**src/rtl/txn_depth_pkg.sv**
```systemverilog
package txn_depth_pkg;
  typedef struct packed {
    logic is_begin;
    logic is_end;
  } txn_kind_t;

  typedef enum logic [1:0] {
    CNT_HOLD = 2'd0,
    CNT_INC  = 2'd1,
    CNT_DEC  = 2'd2,
    CNT_CLR  = 2'd3
  } cnt_op_e;
endpackage

```
**src/rtl/txn_sat_counter.sv**
```systemverilog
module txn_sat_counter
  import txn_depth_pkg::*;
#(
  parameter int W = 8
) (
  input  logic         clk,
  input  logic         rst_n,
  input  cnt_op_e      op,
  output logic [W-1:0] val
);
  localparam logic [W-1:0] MAXV = '1;

  always_ff @(posedge clk) begin
    if (!rst_n) begin
      val <= '0;
    end else begin
      case (op)
        CNT_INC: if (val != MAXV) val <= val + 1'b1;
        CNT_DEC: if (val != '0)   val <= val - 1'b1;
        CNT_CLR: val <= '0;
        default: val <= val;
      endcase
    end
  end
endmodule

```
**src/rtl/txn_ring.sv**
```systemverilog
module txn_ring
  import txn_depth_pkg::*;
#(
  parameter int DEPTH = 8,
  parameter int UID_W = 16
) (
  input  logic             clk,
  input  logic             rst_n,
  input  logic             push,
  input  txn_kind_t        push_kind,
  input  logic [UID_W-1:0] push_uid,
  input  logic             pop_young,
  input  logic             pop_old,
  output logic             full,
  output logic             empty,
  output txn_kind_t        young_kind,
  output logic [UID_W-1:0] scan_uid
);
  localparam int AW = (DEPTH > 1) ? $clog2(DEPTH) : 1;

  logic [AW-1:0]    head;
  logic [AW:0]      cnt;
  txn_kind_t        kind_q [DEPTH];
  logic [UID_W-1:0] uid_q  [DEPTH];
  logic [AW-1:0]    tail, young;
  logic             do_py, do_po;

  assign tail  = head + cnt[AW-1:0];
  assign young = tail - AW'(1);
  assign empty = (cnt == '0);
  assign full  = (cnt == (AW+1)'(DEPTH));
  assign do_py = pop_young && !empty;
  assign do_po = pop_old && !pop_young && !empty;
  assign young_kind = empty ? txn_kind_t'('0) : kind_q[young];

  always_ff @(posedge clk) begin
    if (!rst_n) begin
      head <= '0;
      cnt  <= '0;
    end else begin
      if (do_po) head <= head + AW'(1);
      case ({push, do_py || do_po})
        2'b10:   cnt <= cnt + 1'b1;
        2'b01:   cnt <= cnt - 1'b1;
        default: cnt <= cnt;
      endcase
    end
  end

  always_ff @(posedge clk) begin
    if (push) begin
      kind_q[tail] <= push_kind;
      uid_q[tail]  <= push_uid;
    end
  end

  // oldest-to-youngest walk; the youngest begin entry wins
  always_comb begin
    logic [AW-1:0] idx;
    scan_uid = '0;
    for (int i = 0; i < DEPTH; i++) begin
      idx = head + AW'(i);
      if (((AW+1)'(i) < cnt) && kind_q[idx].is_begin) scan_uid = uid_q[idx];
    end
  end
endmodule

```
**src/rtl/txn_uid_unit.sv**
```systemverilog
module txn_uid_unit #(
  parameter int UID_W = 16
) (
  input  logic             clk,
  input  logic             rst_n,
  input  logic             alloc,
  input  logic             repair,
  input  logic [UID_W-1:0] scan_uid,
  input  logic             ret_wr,
  input  logic [UID_W-1:0] ret_uid,
  output logic [UID_W-1:0] local_uid,
  output logic             uid_err
);
  logic [UID_W-1:0] last_ret;

  always_ff @(posedge clk) begin
    if (!rst_n) begin
      local_uid <= '0;
      last_ret  <= '0;
      uid_err   <= 1'b0;
    end else begin
      if (repair)     local_uid <= (scan_uid != '0) ? scan_uid : last_ret;
      else if (alloc) local_uid <= local_uid + 1'b1;
      if (ret_wr) begin
        if (ret_uid < last_ret) uid_err  <= 1'b1;
        else                    last_ret <= ret_uid;
      end
    end
  end
endmodule

```
**src/rtl/txn_depth_tracker.sv**
```systemverilog
module txn_depth_tracker
  import txn_depth_pkg::*;
#(
  parameter int DEPTH = 8,
  parameter int UID_W = 16,
  parameter int CNT_W = 8
) (
  input  logic             clk,
  input  logic             rst_n,
  input  logic             ins_valid,
  output logic             ins_ready,
  input  logic             ins_start,
  input  logic             ins_stop,
  input  logic             sq_pop,
  input  logic             sq_done,
  input  logic             ret_pop,
  input  logic             ret_wr,
  input  logic [UID_W-1:0] ret_uid,
  input  logic             abort_clr,
  output logic             tag_valid,
  output logic             tag_txn,
  output logic [UID_W-1:0] tag_uid,
  output logic [CNT_W-1:0] tag_depth,
  output logic [UID_W-1:0] local_uid,
  output logic [CNT_W-1:0] start_cnt,
  output logic [CNT_W-1:0] stop_cnt,
  output logic             uid_err
);
  localparam logic [CNT_W-1:0] CMAX = '1;

  logic             full, empty, rep_q, acc, in_txn, alloc, sq_eff;
  logic             end_only, after_txn;
  txn_kind_t        young_kind, push_kind;
  logic [UID_W-1:0] scan_uid, new_uid;
  logic [CNT_W-1:0] start_after, stop_after;
  cnt_op_e          begin_op, end_op;

  assign ins_ready = !full && !sq_pop && !rep_q && !abort_clr;
  assign acc       = ins_valid && ins_ready;
  assign end_only  = ins_stop && !ins_start;
  assign in_txn    = start_cnt > stop_cnt;
  assign alloc     = acc && ins_start && !in_txn;
  assign new_uid   = alloc ? local_uid + 1'b1 : local_uid;
  assign sq_eff    = sq_pop && !empty;

  assign start_after = (ins_start && start_cnt != CMAX) ? start_cnt + 1'b1 : start_cnt;
  assign stop_after  = (end_only && stop_cnt != CMAX) ? stop_cnt + 1'b1 : stop_cnt;
  assign after_txn   = start_after > stop_after;

  assign push_kind.is_begin = ins_start;
  assign push_kind.is_end   = end_only;

  always_comb begin
    begin_op = CNT_HOLD;
    if (abort_clr)                            begin_op = CNT_CLR;
    else if (sq_eff && young_kind.is_begin)   begin_op = CNT_DEC;
    else if (acc && ins_start)                begin_op = CNT_INC;
  end

  always_comb begin
    end_op = CNT_HOLD;
    if (abort_clr)                            end_op = CNT_CLR;
    else if (sq_eff && young_kind.is_end)     end_op = CNT_DEC;
    else if (acc && end_only)                 end_op = CNT_INC;
  end

  txn_sat_counter #(.W(CNT_W)) u_begin_cnt (
    .clk(clk), .rst_n(rst_n), .op(begin_op), .val(start_cnt)
  );

  txn_sat_counter #(.W(CNT_W)) u_end_cnt (
    .clk(clk), .rst_n(rst_n), .op(end_op), .val(stop_cnt)
  );

  txn_ring #(.DEPTH(DEPTH), .UID_W(UID_W)) u_ring (
    .clk(clk), .rst_n(rst_n),
    .push(acc), .push_kind(push_kind),
    .push_uid(ins_start ? new_uid : '0),
    .pop_young(sq_pop), .pop_old(ret_pop),
    .full(full), .empty(empty),
    .young_kind(young_kind), .scan_uid(scan_uid)
  );

  txn_uid_unit #(.UID_W(UID_W)) u_uid (
    .clk(clk), .rst_n(rst_n),
    .alloc(alloc), .repair(rep_q), .scan_uid(scan_uid),
    .ret_wr(ret_wr), .ret_uid(ret_uid),
    .local_uid(local_uid), .uid_err(uid_err)
  );

  always_ff @(posedge clk) begin
    if (!rst_n) begin
      rep_q     <= 1'b0;
      tag_valid <= 1'b0;
      tag_txn   <= 1'b0;
      tag_uid   <= '0;
      tag_depth <= '0;
    end else begin
      rep_q     <= sq_done;
      tag_valid <= acc;
      if (acc) begin
        tag_txn   <= after_txn;
        tag_uid   <= after_txn ? new_uid : '0;
        tag_depth <= after_txn ? start_after - stop_after : '0;
      end
    end
  end
endmodule

```
**config.mk**
```make
export PLATFORM = sky130hd
export DESIGN_NAME = txn_depth_tracker
export DESIGN_NICKNAME = d
export VERILOG_FILES = /design/src/rtl/txn_depth_pkg.sv /design/src/rtl/txn_sat_counter.sv /design/src/rtl/txn_ring.sv /design/src/rtl/txn_uid_unit.sv /design/src/rtl/txn_depth_tracker.sv
export SDC_FILE = /design/constraint.sdc
export NUM_CORES = 1
export LEC_CHECK = 0
export BUFFER_PORTS_ARGS = -buffer_cell sky130_fd_sc_hd__buf_2
export CAP_MARGIN = 15
export CORE_ASPECT_RATIO = 0.8
export CORE_MARGIN = 4
export CORE_UTILIZATION = 40
export CTS_BUF_LIST = sky130_fd_sc_hd__clkbuf_16
export CTS_CLUSTER_SIZE = 24
export DETAILED_ROUTE_END_ITERATION = 12
export PLACE_DENSITY_LB_ADDON = 0.1
export REMOVE_ABC_BUFFERS = 1
export SKIP_LAST_GASP = 1
export SYNTH_ARGS = -nofsm -noshare
export SYNTH_HDL_FRONTEND = slang
export SYNTH_HIERARCHICAL = 1
export SYNTH_SLANG_ARGS = --single-unit
```
**constraint.sdc**
```tcl
create_clock -name clk -period 16.76 [get_ports clk]
set_input_delay 1.676 -clock clk [delete_from_list [all_inputs] [get_ports clk]]
set_output_delay 1.676 -clock clk [all_outputs]
set_load 0.02 [all_outputs]
```
==> qor.csv <==
stage;metric;value;unit
run_status;status;finished, final reports clean;
grt;GR Util met2;0.338;
logic_synthesis;mux contribution to synthesized area;0.267;
drt;Post-Route WL;57800;um
setup_path;Setup CP Type;flop to flop;
final_layout;layout net count;1695;
sta;clock skew;0.0339;ns
logic_synthesis;mapped cell area;17600;um2
clock_tree;PostCTS Resize Cnt;0;
sta;RSZ-0062 raised after global routing;false;
clock_tree;CTS hold repair buffers;0;
final_layout;fraction of layout cells with a size suffix above 1;0.252;
logic_synthesis;asr flop ratio synth;0;
clock_tree;CTS tree;yes;
grt;met1 Use GR;0.377;
floorplan;Die Height;196;um
sta;Fin. Hold Viols;0;
pwr;VDD IR max;0.0907;mV
logic_synthesis;Post-Synth Simple-Gate Area;0.140;
final_layout;Sequential Area;6060;um2
logic_synthesis;Compound-Gate Fraction of Synth Area;0.137;
setup_path;WP data required;17.28;ns
pwr;PD cells;129;nW/um2
worst_hold_path;worst hold stages;2;
clock_tree;post-CTS setup buffer count;0;
grt;met3 Usage GRT;0.0517;
sta;Slew headroom;0.194;
logic_synthesis;post-synthesis sequential area ratio;0.343;
drt;remaining antenna violation count;0;
place;Port Buffers;85;
logic_synthesis;Synth Area in Adders;0.0378;
setup_path;CP Max Fanout;39;
place;GP Congestion;0.906;
drt;Initial DRC Count;1617;
sta;setup TNS;0;ns
setup_path;Worst R2R Path Depth;14;
sta;fmax;171;MHz
pwr;leakage;0.00672;uW
final_layout;post-route core utilization;0.447;
logic_synthesis;post-synthesis average cell area;11.1;um2
logic_synthesis;Cell variety after synth;93;
drt;router iterations before antenna repair;8;
grt;vias in the first global route;13700;
sta;final period utilization;0.349;
logic_synthesis;Mapped Cells;1585;
grt;initial antenna violation count;3;
drt;DRC Markers;0;
floorplan;Die Width;243;um
floorplan;initial core utilization;0.407;
grt;first-pass GRT wire length;88500;um
logic_synthesis;post-synthesis xor/xnor area fraction;0.0327;
floorplan;# IOs;86;
grt;pin count of the biggest net entering global routing;60;
logic_synthesis;#FFs+latches synth;230;
clock_tree;Clock transition at path regs;0.06;ns
clock_tree;clk buf depth;3;
setup_path;CP Capture Type;flop;
pwr;Sw Pwr;1020;uW
clock_tree;# clock sinks;230;
drt;DR WL/cell;26.3;um
final_layout;area occupied by multi-input gates;10900;um2
logic_synthesis;Top FF cell, synth;edfxtp_1;
sta;fin crit period;5.84;ns
logic_synthesis;main combinational cell family by area after synthesis;multiplexers;
clock_tree;later-pin clock latency in the skew report;0.57;ns
grt;gr ovfl total;0;
drt;Via density;6.53;
setup_path;CP Data Arrival Time;6.36;ns
floorplan;die area;47500;um2
clock_tree;CTS root buf;clkbuf_16;
final_layout;Filler Cell Count;4022;
sta;max-slew violation count;0;
pwr;Int Power;1460;uW
logic_synthesis;Post-synth EDFFs;144;
sta;Least-Margin Pin Slew;1.20;ns
sta;final setup fails;0;
pwr;Logic pwr share;0.484;
floorplan;Core Region;43300;um2
grt;Top Usage Layer GRT;met1;
floorplan;Cell Rows;68;
place;post-DP HPWL;40400;um
pwr;register share of total power;0.288;
clock_tree;CTS H-tree lvls;1;
pwr;Clock Power Share;0.228;
logic_synthesis;number of synthesis warnings;6;
clock_tree;total CTS buffers;27;
run;Max Cap Viol;0;
pwr;Final Power;2490;uW
pwr;Net Sw Frac;0.411;
drt;routed via count;14300;
final_layout;area grow syn2layout;9.77;%
grt;total track usage;0.239;
worst_hold_path;Hold WC Path Type;flop to flop;
final_layout;Antenna Cells;0;
setup_path;CP Launch Type;flop;
==> path summary, 6_finish.rpt <==
path	to	slack, ns	start
max	u_uid/local_uid[12]$_SDFFE_PN0P_	10.92	u_ring/head[1]$_SDFFE_PN0P_
min	tag_uid[13]$_SDFFE_PN0P_	0.45	tag_uid[13]$_SDFFE_PN0P_
max reg2reg	u_uid/local_uid[12]$_SDFFE_PN0P_	10.92	u_ring/head[1]$_SDFFE_PN0P_
min reg2reg	tag_uid[13]$_SDFFE_PN0P_	0.45	tag_uid[13]$_SDFFE_PN0P_
==> placed cells by master, fill, tap and decap left out, drive strengths merged, types with 53 or more instances in the layout <==
| cell type | n |
|---|---|
| nand2 | 211 |
| o21ai | 76 |
| mux4 | 173 |
| buf | 115 |
| mux2i | 70 |
| edfxtp | 144 |
| nor2 | 63 |
| a21oi | 77 |
| inv | 53 |
| dfxtp | 86 |
==> cell usage after synthesis, types with 10 or more instances <==
master      n  area, um2
dfxtp_1    86       1720
a21oi_1    76        380
a22oi_1    12       90.1
mux4_2    173       3900
o21ai_0    59        295
buf_1      10       37.5
and3_1     17        106
nor3_1     18       90.1
buf_2      32        160
nor2_1     62        233
clkbuf_1   53        199
nor2b_1    26        163
inv_1      41        154
a31oi_1    18        113
o211a_1    16        160
o31ai_1    15        113
mux2i_1    70        701
a211oi_1   11       82.6
edfxtp_1  144       4320
nand2_1   211        792
nand4_1    20        125
xnor2_1    49        429
a22o_1     12        105
o21ai_1    15       75.1
xor2_1     15        131
ha_1       50        626
nand3_1    39        195
and2_1     15       93.8
nor3b_1    12       90.1
==> through the flow <==
step	setup WS (ns)	cell area (um2)	instances	hold slack, ns
2_1_floorplan	5.64	17100	1473	0.465
3_3_place_gp	10.99	18500	2147	0.432
3_5_place_dp	10.98	18500	2148	0.437
4_1_cts	10.99	19300	2197	0.448
5_1_grt	10.62	19300	2197	0.485
6_report	10.92	19300	2197	0.446
==> metal layers <==
metal,wire length (um),part of all wire
met4,1190,0.021
met1,27300,0.47
met5,0,0
met2,24200,0.42
met3,5160,0.089
==> sequential cells by signal (all words and copies together) (netlist names), 3 cells and up, named ones only <==
name	cells
u_ring/head	3
tag_uid	16
u_begin_cnt/val	8
u_ring/cnt	4
u_uid/local_uid	16
u_uid/last_ret	16
tag_depth	8
u_ring/kind_q	16
u_end_cnt/val	8
u_ring/uid_q	128
==> cell type report <==
| type | count | share of cell area |
|---|---|---|
| multi-input combinational | 1196 | 0.564 |
| sequential | 230 | 0.313 |
| tap | 560 | 0.0362 |
| clock buffer | 27 | 0.0349 |
| timing repair buffer | 115 | 0.0336 |
| inverter | 47 | 0.00990 |
| clock inverter | 22 | 0.00815 |
==> power groups by stage <==
stage | combinational [uW] | clock, uW | sequential, uW
4_1_cts | 1190 | 579 | 715
5_1_grt | 1300 | 603 | 722
3_3_place_gp | 1180 | 0 | 726
6_report | 1210 | 567 | 716
2_1_floorplan | 834 | 0 | 760
3_5_place_dp | 1180 | 0 | 726
==> logic make-up (layout without fill, tap and decap cells) <==
kind of cell    count (synthesis)  in the layout
xor+xnor                       65             65
flops                         230            230
fa+ha+maj                      52             52
buf+inv                       159            211
compound gates                341            341
mux                           252            252
simple gates                  486            486
==> worst max-delay path, stage by stage, from the launching register on <==
cell      delay [ns]
dfxtp_2         0.31
buf_4           0.43
inv_2           0.38
ha_4            0.79
mux4_2          0.64
o211a_1         0.33
nor2_2          0.58
mux2i_1         0.16
a211oi_1        0.56
o31ai_1         0.28
nor4_1          0.28
and4_1          0.61
a21oi_1         0.15
nand2_1         0.11
o211a_1         0.14
Note: power is estimated with default switching activity, not from simulation.
